`src/rtl/ecc_pkg.sv`:
```
package ecc_pkg;

  localparam int unsigned DATA_W = 8;
  localparam int unsigned CHK_W  = 4;
  localparam int unsigned RED_W  = CHK_W + 1;
  localparam int unsigned CW_LEN = DATA_W + CHK_W;
  localparam int unsigned ST_W   = 2;

  typedef enum logic [ST_W-1:0] {
    ST_CLEAN  = 2'b00,
    ST_FIXED  = 2'b01,
    ST_REDUN  = 2'b10,
    ST_UNCORR = 2'b11
  } ecc_status_e;

  // codeword position (1-based) of data bit idx: the idx-th position that is
  // not a power of two
  function automatic int unsigned data_pos(int unsigned idx);
    int unsigned n;
    data_pos = 0;
    n = 0;
    for (int unsigned p = 1; p <= CW_LEN; p++) begin
      if ((p & (p - 1)) != 0) begin
        if (n == idx) data_pos = p;
        n++;
      end
    end
  endfunction

  // check bit k covers every data bit whose position has bit k set
  function automatic logic [CHK_W-1:0] calc_check(logic [DATA_W-1:0] d);
    logic [CHK_W-1:0] c;
    c = '0;
    for (int unsigned k = 0; k < CHK_W; k++) begin
      for (int unsigned i = 0; i < DATA_W; i++) begin
        if (((data_pos(i) >> k) & 1) != 0) c[k] = c[k] ^ d[i];
      end
    end
    return c;
  endfunction

  function automatic logic calc_parity(logic [DATA_W-1:0] d, logic [CHK_W-1:0] c);
    return (^d) ^ (^c);
  endfunction

endpackage

```
`src/rtl/ecc_encoder.sv`:
```
module ecc_encoder
  import ecc_pkg::*;
(
  input  logic              clk,
  input  logic              rst_n,
  input  logic              in_valid,
  input  logic [DATA_W-1:0] in_data,
  output logic              out_valid,
  output logic [RED_W-1:0]  out_red
);

  logic [CHK_W-1:0] chk_w;
  logic             par_w;

  assign chk_w = calc_check(in_data);
  assign par_w = calc_parity(in_data, chk_w);

  always_ff @(posedge clk) begin
    if (!rst_n) begin
      out_valid <= 1'b0;
      out_red   <= '0;
    end else begin
      out_valid <= in_valid;
      if (in_valid) out_red <= {par_w, chk_w};
    end
  end


  enc_latency_chk: assert property (@(posedge clk) disable iff (!rst_n)
    in_valid |=> out_valid);


  enc_hold_chk: assert property (@(posedge clk) disable iff (!rst_n)
    !in_valid |=> $stable(out_red) && !out_valid);


  enc_even_chk: assert property (@(posedge clk) disable iff (!rst_n)
    in_valid |=> ^{out_red, $past(in_data)} == 1'b0);

endmodule

```
`src/rtl/ecc_syndrome.sv`:
```
module ecc_syndrome
  import ecc_pkg::*;
(
  input  logic [DATA_W-1:0] rd_data,
  input  logic [RED_W-1:0]  rd_red,
  output logic [CHK_W-1:0]  syn,
  output logic              par_odd
);

  logic [CHK_W-1:0] fresh_chk;

  assign fresh_chk = calc_check(rd_data);
  assign syn       = rd_red[CHK_W-1:0] ^ fresh_chk;
  assign par_odd   = (^rd_data) ^ (^rd_red);

endmodule

```
`src/rtl/ecc_corrector.sv`:
```
module ecc_corrector
  import ecc_pkg::*;
(
  input  logic [DATA_W-1:0] data_i,
  input  logic [CHK_W-1:0]  syn,
  input  logic              par_odd,
  output logic [DATA_W-1:0] data_o,
  output ecc_status_e       status,
  output logic              syn_single,
  output logic              pos_hit
);

  logic [DATA_W-1:0] flip_mask;
  logic              syn_zero;

  for (genvar i = 0; i < DATA_W; i++) begin : g_pos
    localparam int unsigned POS = data_pos(i);
    assign flip_mask[i] = (syn == CHK_W'(POS));
  end

  assign syn_zero   = (syn == '0);
  assign syn_single = !syn_zero && ((syn & (syn - 1'b1)) == '0);
  assign pos_hit    = |flip_mask;

  always_comb begin
    data_o = data_i;
    status = ST_CLEAN;
    if (syn_zero) begin
      status = par_odd ? ST_REDUN : ST_CLEAN;
    end else if (!par_odd) begin
      status = ST_UNCORR;
    end else if (syn_single) begin
      status = ST_REDUN;
    end else if (pos_hit) begin
      status = ST_FIXED;
      data_o = data_i ^ flip_mask;
    end else begin
      status = ST_UNCORR;
    end
  end

endmodule

```
`src/rtl/ecc_codec.sv`:
```
module ecc_codec
  import ecc_pkg::*;
(
  input  logic                  clk,
  input  logic                  rst_n,
  input  logic                  wr_valid,
  input  logic [DATA_W-1:0]     wr_data,
  output logic                  enc_valid,
  output logic [RED_W-1:0]      enc_chk,
  input  logic                  rd_valid,
  input  logic [DATA_W-1:0]     rd_data,
  input  logic [RED_W-1:0]      rd_chk,
  output logic                  dec_valid,
  output logic [DATA_W-1:0]     dec_data,
  output logic [ST_W-1:0]       dec_status
);

  logic [CHK_W-1:0]  syn_w;
  logic              par_odd_w;
  logic [DATA_W-1:0] fixed_w;
  ecc_status_e       status_w;
  logic              syn_single_w;
  logic              pos_hit_w;

  ecc_encoder u_enc (
    .clk       (clk),
    .rst_n     (rst_n),
    .in_valid  (wr_valid),
    .in_data   (wr_data),
    .out_valid (enc_valid),
    .out_red   (enc_chk)
  );

  ecc_syndrome u_syn (
    .rd_data (rd_data),
    .rd_red  (rd_chk),
    .syn     (syn_w),
    .par_odd (par_odd_w)
  );

  ecc_corrector u_fix (
    .data_i     (rd_data),
    .syn        (syn_w),
    .par_odd    (par_odd_w),
    .data_o     (fixed_w),
    .status     (status_w),
    .syn_single (syn_single_w),
    .pos_hit    (pos_hit_w)
  );

  always_ff @(posedge clk) begin
    if (!rst_n) begin
      dec_valid  <= 1'b0;
      dec_data   <= '0;
      dec_status <= '0;
    end else begin
      dec_valid <= rd_valid;
      if (rd_valid) begin
        dec_data   <= fixed_w;
        dec_status <= status_w;
      end
    end
  end


  clean_pass_chk: assert property (@(posedge clk) disable iff (!rst_n)
    rd_valid && syn_w == '0 && !par_odd_w |=> dec_status == ST_CLEAN && dec_data == $past(rd_data));


  one_flip_chk: assert property (@(posedge clk) disable iff (!rst_n)
    rd_valid && status_w == ST_FIXED |=> $countones(dec_data ^ $past(rd_data)) == 1);


  chk_only_chk: assert property (@(posedge clk) disable iff (!rst_n)
    rd_valid && syn_single_w && par_odd_w |=> dec_status == ST_REDUN && dec_data == $past(rd_data));


  double_det_chk: assert property (@(posedge clk) disable iff (!rst_n)
    rd_valid && syn_w != '0 && !par_odd_w |=> dec_status == ST_UNCORR && dec_data == $past(rd_data));


  out_range_chk: assert property (@(posedge clk) disable iff (!rst_n)
    rd_valid && par_odd_w && !syn_single_w && syn_w != '0 && !pos_hit_w |=> dec_status == ST_UNCORR);


  rd_hold_chk: assert property (@(posedge clk) disable iff (!rst_n)
    !rd_valid |=> !dec_valid && $stable(dec_data) && $stable(dec_status));

endmodule

```
`config.mk`:
```
export PLATFORM = sky130hd
export DESIGN_NAME = ecc_codec
export DESIGN_NICKNAME = d
export VERILOG_FILES = /design/src/rtl/ecc_pkg.sv /design/src/rtl/ecc_encoder.sv /design/src/rtl/ecc_syndrome.sv /design/src/rtl/ecc_corrector.sv /design/src/rtl/ecc_codec.sv
export SDC_FILE = /design/constraint.sdc
export NUM_CORES = 1
export LEC_CHECK = 0
export ABC_CLOCK_PERIOD_IN_PS = 2730
export CAP_MARGIN = 0
export CORE_MARGIN = 5
export CORE_UTILIZATION = 45
export CTS_CLUSTER_DIAMETER = 60
export CTS_CLUSTER_SIZE = 14
export DETAILED_ROUTE_END_ITERATION = 10
export HOLD_SLACK_MARGIN = 0.1
export PLACE_DENSITY = 0.82
export SLEW_MARGIN = 20
export SYNTH_ARGS = -nofsm -noshare
export SYNTH_HDL_FRONTEND = slang
export SYNTH_SLANG_ARGS = --single-unit
```
`constraint.sdc`:
```
create_clock -name clk -period 2.73 [get_ports clk]
set_input_delay 0.546 -clock clk [delete_from_list [all_inputs] [get_ports clk]]
set_output_delay 0.546 -clock clk [all_outputs]
set_load 0.005 [all_outputs]
```
* Word-level counts from Yosys, hierarchy flattened
Cells that the tools add are included.
** Operators by class
- Bitwise operators :: 33
- Eq/ne operators :: 8
- Muxes and demuxes :: 9
- Reductions and logical operators :: 9
- Add/sub/neg operators :: 1
** Operator list (number)
- $mux W8 :: 4
- $xor A1 B1 Y1 :: 30
- $eq A4 B4 Y1 const B :: 4
- $reduce_xor A8 Y1 :: 2
- $eq A4 B3 Y1 const B :: 3
- $mux W2 :: 5
- $logic_not A4 Y1 :: 2
- $reduce_or A8 Y1 :: 1
- $xor A8 B8 Y8 :: 1
- $reduce_xor A5 Y1 :: 1
- $and A4 B4 Y4 :: 1
- $eq A4 B2 Y1 const B :: 1
- $reduce_xor A4 Y1 :: 1
- $sub A4 B1 Y4 const B :: 1
- $xor A4 B4 Y4 :: 1
- $logic_and A1 B1 Y1 :: 1
- $logic_not A1 Y1 :: 1
** Word-level totals
- Output and inout port bits :: 17
- Logic and storage cells :: 65
- Input port bits :: 25
- Bits in registers :: 17

* Longest topological paths before layout
- Depth after elaboration :: 12
- Gate-level depth with buffers :: 8
- Mapped depth without buffers :: 7

* Cells and area by module
From an unflattened synthesis, not the netlist that was laid out.
** Second synthesis, totals
- Cells, all modules :: 128
- Area total of the unflattened synthesis :: 1303.8 sq um
** By module, submodules not included
- ecc_codec :: area an instance 405.4 sq um, cells each 34, instances 1, sequential area each 220.2 sq um
- ecc_encoder :: area an instance 377.9 sq um, cells each 31, instances 1, sequential area each 120.1 sq um
- ecc_corrector :: area an instance 306.5 sq um, cells each 46, instances 1, sequential area each 0.0 sq um
- ecc_syndrome :: area an instance 214.0 sq um, cells each 17, instances 1, sequential area each 0.0 sq um

* Least setup slack after synthesis
Ideal clock, no wire load.
- Path kind :: input -> register
- Start point :: input rd_data[1]
- End point :: register dec_data[7]
- Arrival :: 1.943 ns
- Stages on the path :: 7
- Required time :: 2.614 ns
- Setup slack :: 0.670 ns
- Setup time :: 0.116 ns
- Path buffers :: 0
- Cell sequence :: xnor2_2 xnor3_2 nor2_1 nand3b_1 a21oi_1 o21ai_1 o211a_1
** Between the ends
- Longest elaborated chain between the ends :: 12
- Elaborated cells between the ends (all ways) :: 30
- Those cells by class :: add/sub (1); eq/ne (8); mux (4); bitwise (11); reduce/logical (6)
** Ends and longest elaborated chain
- start, declared :: RTL line ecc_codec.sv:11 : input logic [DATA_W-1:0] rd_data,
- $xor A1 B1 Y1
- $xor A1 B1 Y1 (3 in a row) :: RTL line ecc_pkg.sv:36 : if (((data_pos(i) >> k) & 1) != 0) c[k] = c[k] ^ d[i];
- $xor A4 B4 Y4 :: RTL line ecc_syndrome.sv:13 : assign syn = rd_red[CHK_W-1:0] ^ fresh_chk;
- $sub A4 B1 Y4 :: RTL line ecc_corrector.sv:22 : assign syn_single = !syn_zero && ((syn & (syn - 1'b1)) == '0);
- $and A4 B4 Y4 :: RTL line ecc_corrector.sv:22
- $logic_not A4 Y1 :: RTL line ecc_corrector.sv:22
- $logic_and A1 B1 Y1 :: RTL line ecc_corrector.sv:22
- $mux W8 :: RTL line ecc_corrector.sv:32 : end else if (syn_single) begin
- $mux W8 :: RTL line ecc_corrector.sv:30 : end else if (!par_odd) begin
- $mux W8 (*) :: RTL line ecc_corrector.sv:28 : if (syn_zero) begin
- end signal, assigned :: RTL line ecc_codec.sv:59 : dec_data <= fixed_w;
- end, declared :: RTL line ecc_codec.sv:14 : output logic [DATA_W-1:0] dec_data,
Every way passes the cells marked *; elsewhere a longest branch is shown, timed or not.
A chain may end at the register's enable or synchronous reset.

* Worst setup path after layout
- Start point :: input rd_data[0]
- End point :: register dec_data[3]
** Between the ends
- Longest elaborated chain between the ends :: 12
- Elaborated cells between the ends (all ways) :: 31
- Those cells by class :: add/sub (1); eq/ne (8); mux (4); bitwise (12); reduce/logical (6)
** Ends and longest elaborated chain (RTL line)
- $xor A1 B1 Y1, on equally long branches
- $xor A1 B1 Y1 (3 in a row) :: ecc_pkg.sv:36
- $xor A4 B4 Y4 :: ecc_syndrome.sv:13
- $sub A4 B1 Y4 :: ecc_corrector.sv:22
- $and A4 B4 Y4 :: ecc_corrector.sv:22
- $logic_not A4 Y1 :: ecc_corrector.sv:22
- $logic_and A1 B1 Y1 :: ecc_corrector.sv:22
- $mux W8 :: ecc_corrector.sv:32
- $mux W8 :: ecc_corrector.sv:30
- $mux W8 (*) :: ecc_corrector.sv:28
Marked as above.

==> flow_summary.yaml <==
clock_tree:
  cts.reportedPaths.clkPinSlew_ns: 0.10
  cts_root_buf: "sky130_fd_sc_hd__clkbuf_4"
  cts.htree.levels: 1
  source_to_sink_clock_delay_at_the_later_pin_of_the_worst_skew_pair_ns: 0.28
  post_cts_resized: 0
  cts-root-to-sink-buffers: 2
  number_of_buffers_created_by_cts: 3
  post_cts.repair.setup_buffers: 0
  cts_hold_buffers: 0
  cts_tree: "yes"
  clock-sinks: 17
setup_path:
  setup.worst_path.start_class: "primary input"
  cp.required_ns: 2.88
  worst_setup_path_end_kind: "flip-flop"
  reg2reg_to: "dec_data[2]$_SDFFE_PN0P_"
  worstReg2RegStart: "dec_data[2]$_SDFFE_PN0P_"
  r2r.worst_path.cells: 2
  worst-endpoint-arrival_ns: 2.64
  r2r_setup_slack_ns: 2.05
  crit_path_max_fanout: 13
  setup.worst_path.class: "primary input to flip-flop"
  critical_path.startpoint: "rd_data[0]"
  critical_path_capture_point: "dec_data[3]$_SDFFE_PN0P_"
power:
  power.static_leakage_nw: 0.654
  vdd_ir_drop_max_uv: 346
  power.density_cell_area_nw_per_um2: 489
layout:
  layout-drive-gt1-share_pct: 10.8
  multi_input_area_um2: 860
  layout.area.seq_um2: 340
  final_net_count: 202
  filler_cell_count: 239
  area_growth_pct: 39.8
  insertedDiodeCount: 0
  layoutNonFillerInstCount: 207
flow_run:
  max_cap_viol_count: 0
floorplan:
  design.die.area_um2: 3880
  floorplan.initialDensity_pct: 45.8
  placementRows: 19
  die-height_um: 62.3
  fp.coreArea_um2: 2690
  floorplan.io_pins: 42
  die_outline_width_um: 62.3
detailed_routing:
  met3RoutedLength_um: 193
  vias: 1071
  wirelength_met1_um: 1200
  wl_um: 2850
  drt-wirelength-per-cell_um: 13.8
  detailedRoute.firstIterationViolations: 36
  drt.antenna.violating_nets: 0
  drt-vias-per-instance: 5.17
  wl_met2_um: 1460
  highest-signal-layer: "met3"
  drc: 0
  drt_pass1_iterations: 4
grt:
  grt_antenna_before_repair: 0
  grt_overflow: 0
  groute.usage.overall_pct: 15.2
  grt_pass1_wl_um: 4950
  grt_max_degree: 22
  via_count_of_the_first_global_routing_pass: 1075
timing:
  fmaxAchievable_mhz: 402
  setup_repair_after_global_routing_missed_its_margin: "no"
  maxSlewViolCount: 0
  finalHoldWorstSlack_ns: 0.472
  setup_tns_ns: 0
  worst_pin_slew_ns: 0.609
  setup_viol: 0
  worst_clock_skew_on_the_final_layout_ns: 0
  period_minus_slack_ns: 2.49
  share_of_the_cycle_needed_by_the_critical_path_after_routing_pct: 91.2
  timing.final.ws_setup_ns: 0.241
  finalHoldViolations: 0
  relSlewSlack_pct: 59.2
placed_design:
  placed_cells_incl_taps: 203
  place.gp.congestion: 0.863
  dp_hpwl_um: 2400
  numPortBuffers: 41
  post-place-ws_ns: -0.0615
yosys:
  flip_flop_and_latch_count_after_synthesis: 17
  synth_largest_area_cell: "sky130_fd_sc_hd__dfxtp_1"
  synthXorXnorAreaFrac_pct: 35.3
  ys_seq_area_share_pct: 27.6
  synth_top_area_share_pct: 27.6
  synth.mux.area_fraction_pct: 2.44
  syn_area_per_cell_um2: 9.33
  synth_common_cells: "sky130_fd_sc_hd__xnor2_1 (29), sky130_fd_sc_hd__dfxtp_1 (17), sky130_fd_sc_hd__a21oi_1 (9), sky130_fd_sc_hd__nand2_1 (8), sky130_fd_sc_hd__o21ai_0 (8)"
  synth-simple-area-share_pct: 12.8
  fraction_of_the_mapped_netlist_area_in_compound_gates_pct: 19.3
  synth_fa_ha_area_share_pct: 0
  synth_edf_count: 0
  post_synth_inst_count: 132
  dominant_combinational_cell_family_by_area_after_synthesis: "XOR/XNOR gates"
  synth_cell_type_count: 38
  synth_flop_cell: "sky130_fd_sc_hd__dfxtp_1"
  synth_warnings: 0
  synthMostInstantiatedCell: "sky130_fd_sc_hd__xnor2_1"
  ys_async_sr_fraction_pct: 0
  ys_top_cells_by_area: "sky130_fd_sc_hd__dfxtp_1 (28%), sky130_fd_sc_hd__xnor2_1 (21%), sky130_fd_sc_hd__xnor2_2 (5.3%), sky130_fd_sc_hd__a21oi_1 (3.7%), sky130_fd_sc_hd__xor2_1 (3.6%)"
  synth_nets: 157
  syn_area_um2: 1230
outcome:
  status: "complete, no violations"
worst_hold_path:
  timing.hold.worst_path_depth: 2
  timing.hold.worst.class: "flip-flop to flip-flop"
-- where the power goes --
| group | total (mW) | switching, mW | internal (mW) |
|---|---|---|---|
| registers | 0.286 | 0.0115 | 0.274 |
| clock network | 0.128 | 0.0740 | 0.0543 |
| logic | 0.428 | 0.202 | 0.226 |
-- cells in the final DEF (no fill, tap or decap), types with 3 or more instances in the layout --
cell	count
sky130_fd_sc_hd__mux2i_1	3
sky130_fd_sc_hd__xor2_1	5
sky130_fd_sc_hd__and2_1	4
sky130_fd_sc_hd__nand2_1	8
sky130_fd_sc_hd__clkdlybuf4s50_1	41
sky130_fd_sc_hd__xnor2_2	4
sky130_fd_sc_hd__buf_4	5
sky130_fd_sc_hd__a211oi_1	3
sky130_fd_sc_hd__xnor2_1	29
sky130_fd_sc_hd__dfxtp_1	17
sky130_fd_sc_hd__clkbuf_4	3
sky130_fd_sc_hd__o21ai_0	8
sky130_fd_sc_hd__o211a_1	4
sky130_fd_sc_hd__a21oi_1	9
sky130_fd_sc_hd__nor2_1	3
-- worst max-delay path, cell delays in order --
cell and delay (ns):
sky130_fd_sc_hd__clkdlybuf4s50_1 0.51, sky130_fd_sc_hd__xnor2_2 0.34, sky130_fd_sc_hd__xnor2_2 0.25, sky130_fd_sc_hd__or3_4 0.40, sky130_fd_sc_hd__a211oi_1 0.36, sky130_fd_sc_hd__xnor2_1 0.16, sky130_fd_sc_hd__a21oi_1 0.07
-- sequential cells by signal, indices dropped and copies added (netlist names) --
| register | flops |
|---|---|
| dec_status | 2 |
| dec_valid | 1 |
| u_enc.out_valid | 1 |
| dec_data | 8 |
| u_enc.out_red | 5 |
-- kinds of logic after synthesis --
family | after synthesis
xor+xnor | 41
buf+inv | 8
simple gates | 28
flops | 17
compound gates | 35
mux | 3
-- how the worst min path moves through the flow --
stage	from	to	slack [ns]
6_report	dec_status[0]$_SDFFE_PN0P_	dec_status[0]$_SDFFE_PN0P_	0.47
5_1_grt	dec_status[0]$_SDFFE_PN0P_	dec_status[0]$_SDFFE_PN0P_	0.52
4_1_cts	dec_status[0]$_SDFFE_PN0P_	dec_status[0]$_SDFFE_PN0P_	0.48
3_5_place_dp	dec_status[0]$_SDFFE_PN0P_	dec_status[0]$_SDFFE_PN0P_	0.46
3_3_place_gp	dec_status[0]$_SDFFE_PN0P_	dec_status[0]$_SDFFE_PN0P_	0.46
2_1_floorplan	dec_status[0]$_SDFFE_PN0P_	dec_status[0]$_SDFFE_PN0P_	0.46
-- metrics by stage --
step	utilization, %	total power, mW	instance area [um2]
after floorplan	-	0.566	1230
after global placement	63.1	0.703	1690
after detailed placement	63.1	0.719	1690
after CTS	64.1	0.848	1720
after global routing	64.1	0.905	1720
final	64.1	0.841	1720
-- per-layer routing --
| layer | vias up | GRT usage, % |
|---|---|---|
| li1 | 552 | - |
| met1 | 483 | 17.3 |
| met2 | 36 | 28.0 |
| met3 | 0 | 4.50 |
| met4 | 0 | 2.39 |
| met5 | - | 0 |
-- area by class of cell --
class                           instances  share of cell area [%]
Multi-Input combinational cell        107                    49.9
Timing Repair Buffer                   46                    26.0
Tap cell                               31                    2.25
Clock inverter                          1                   0.291
Inverter                                2                   0.436
Clock buffer                            3                    1.31
Sequential cell                        17                    19.8
Power figures use the tool's default switching activity.
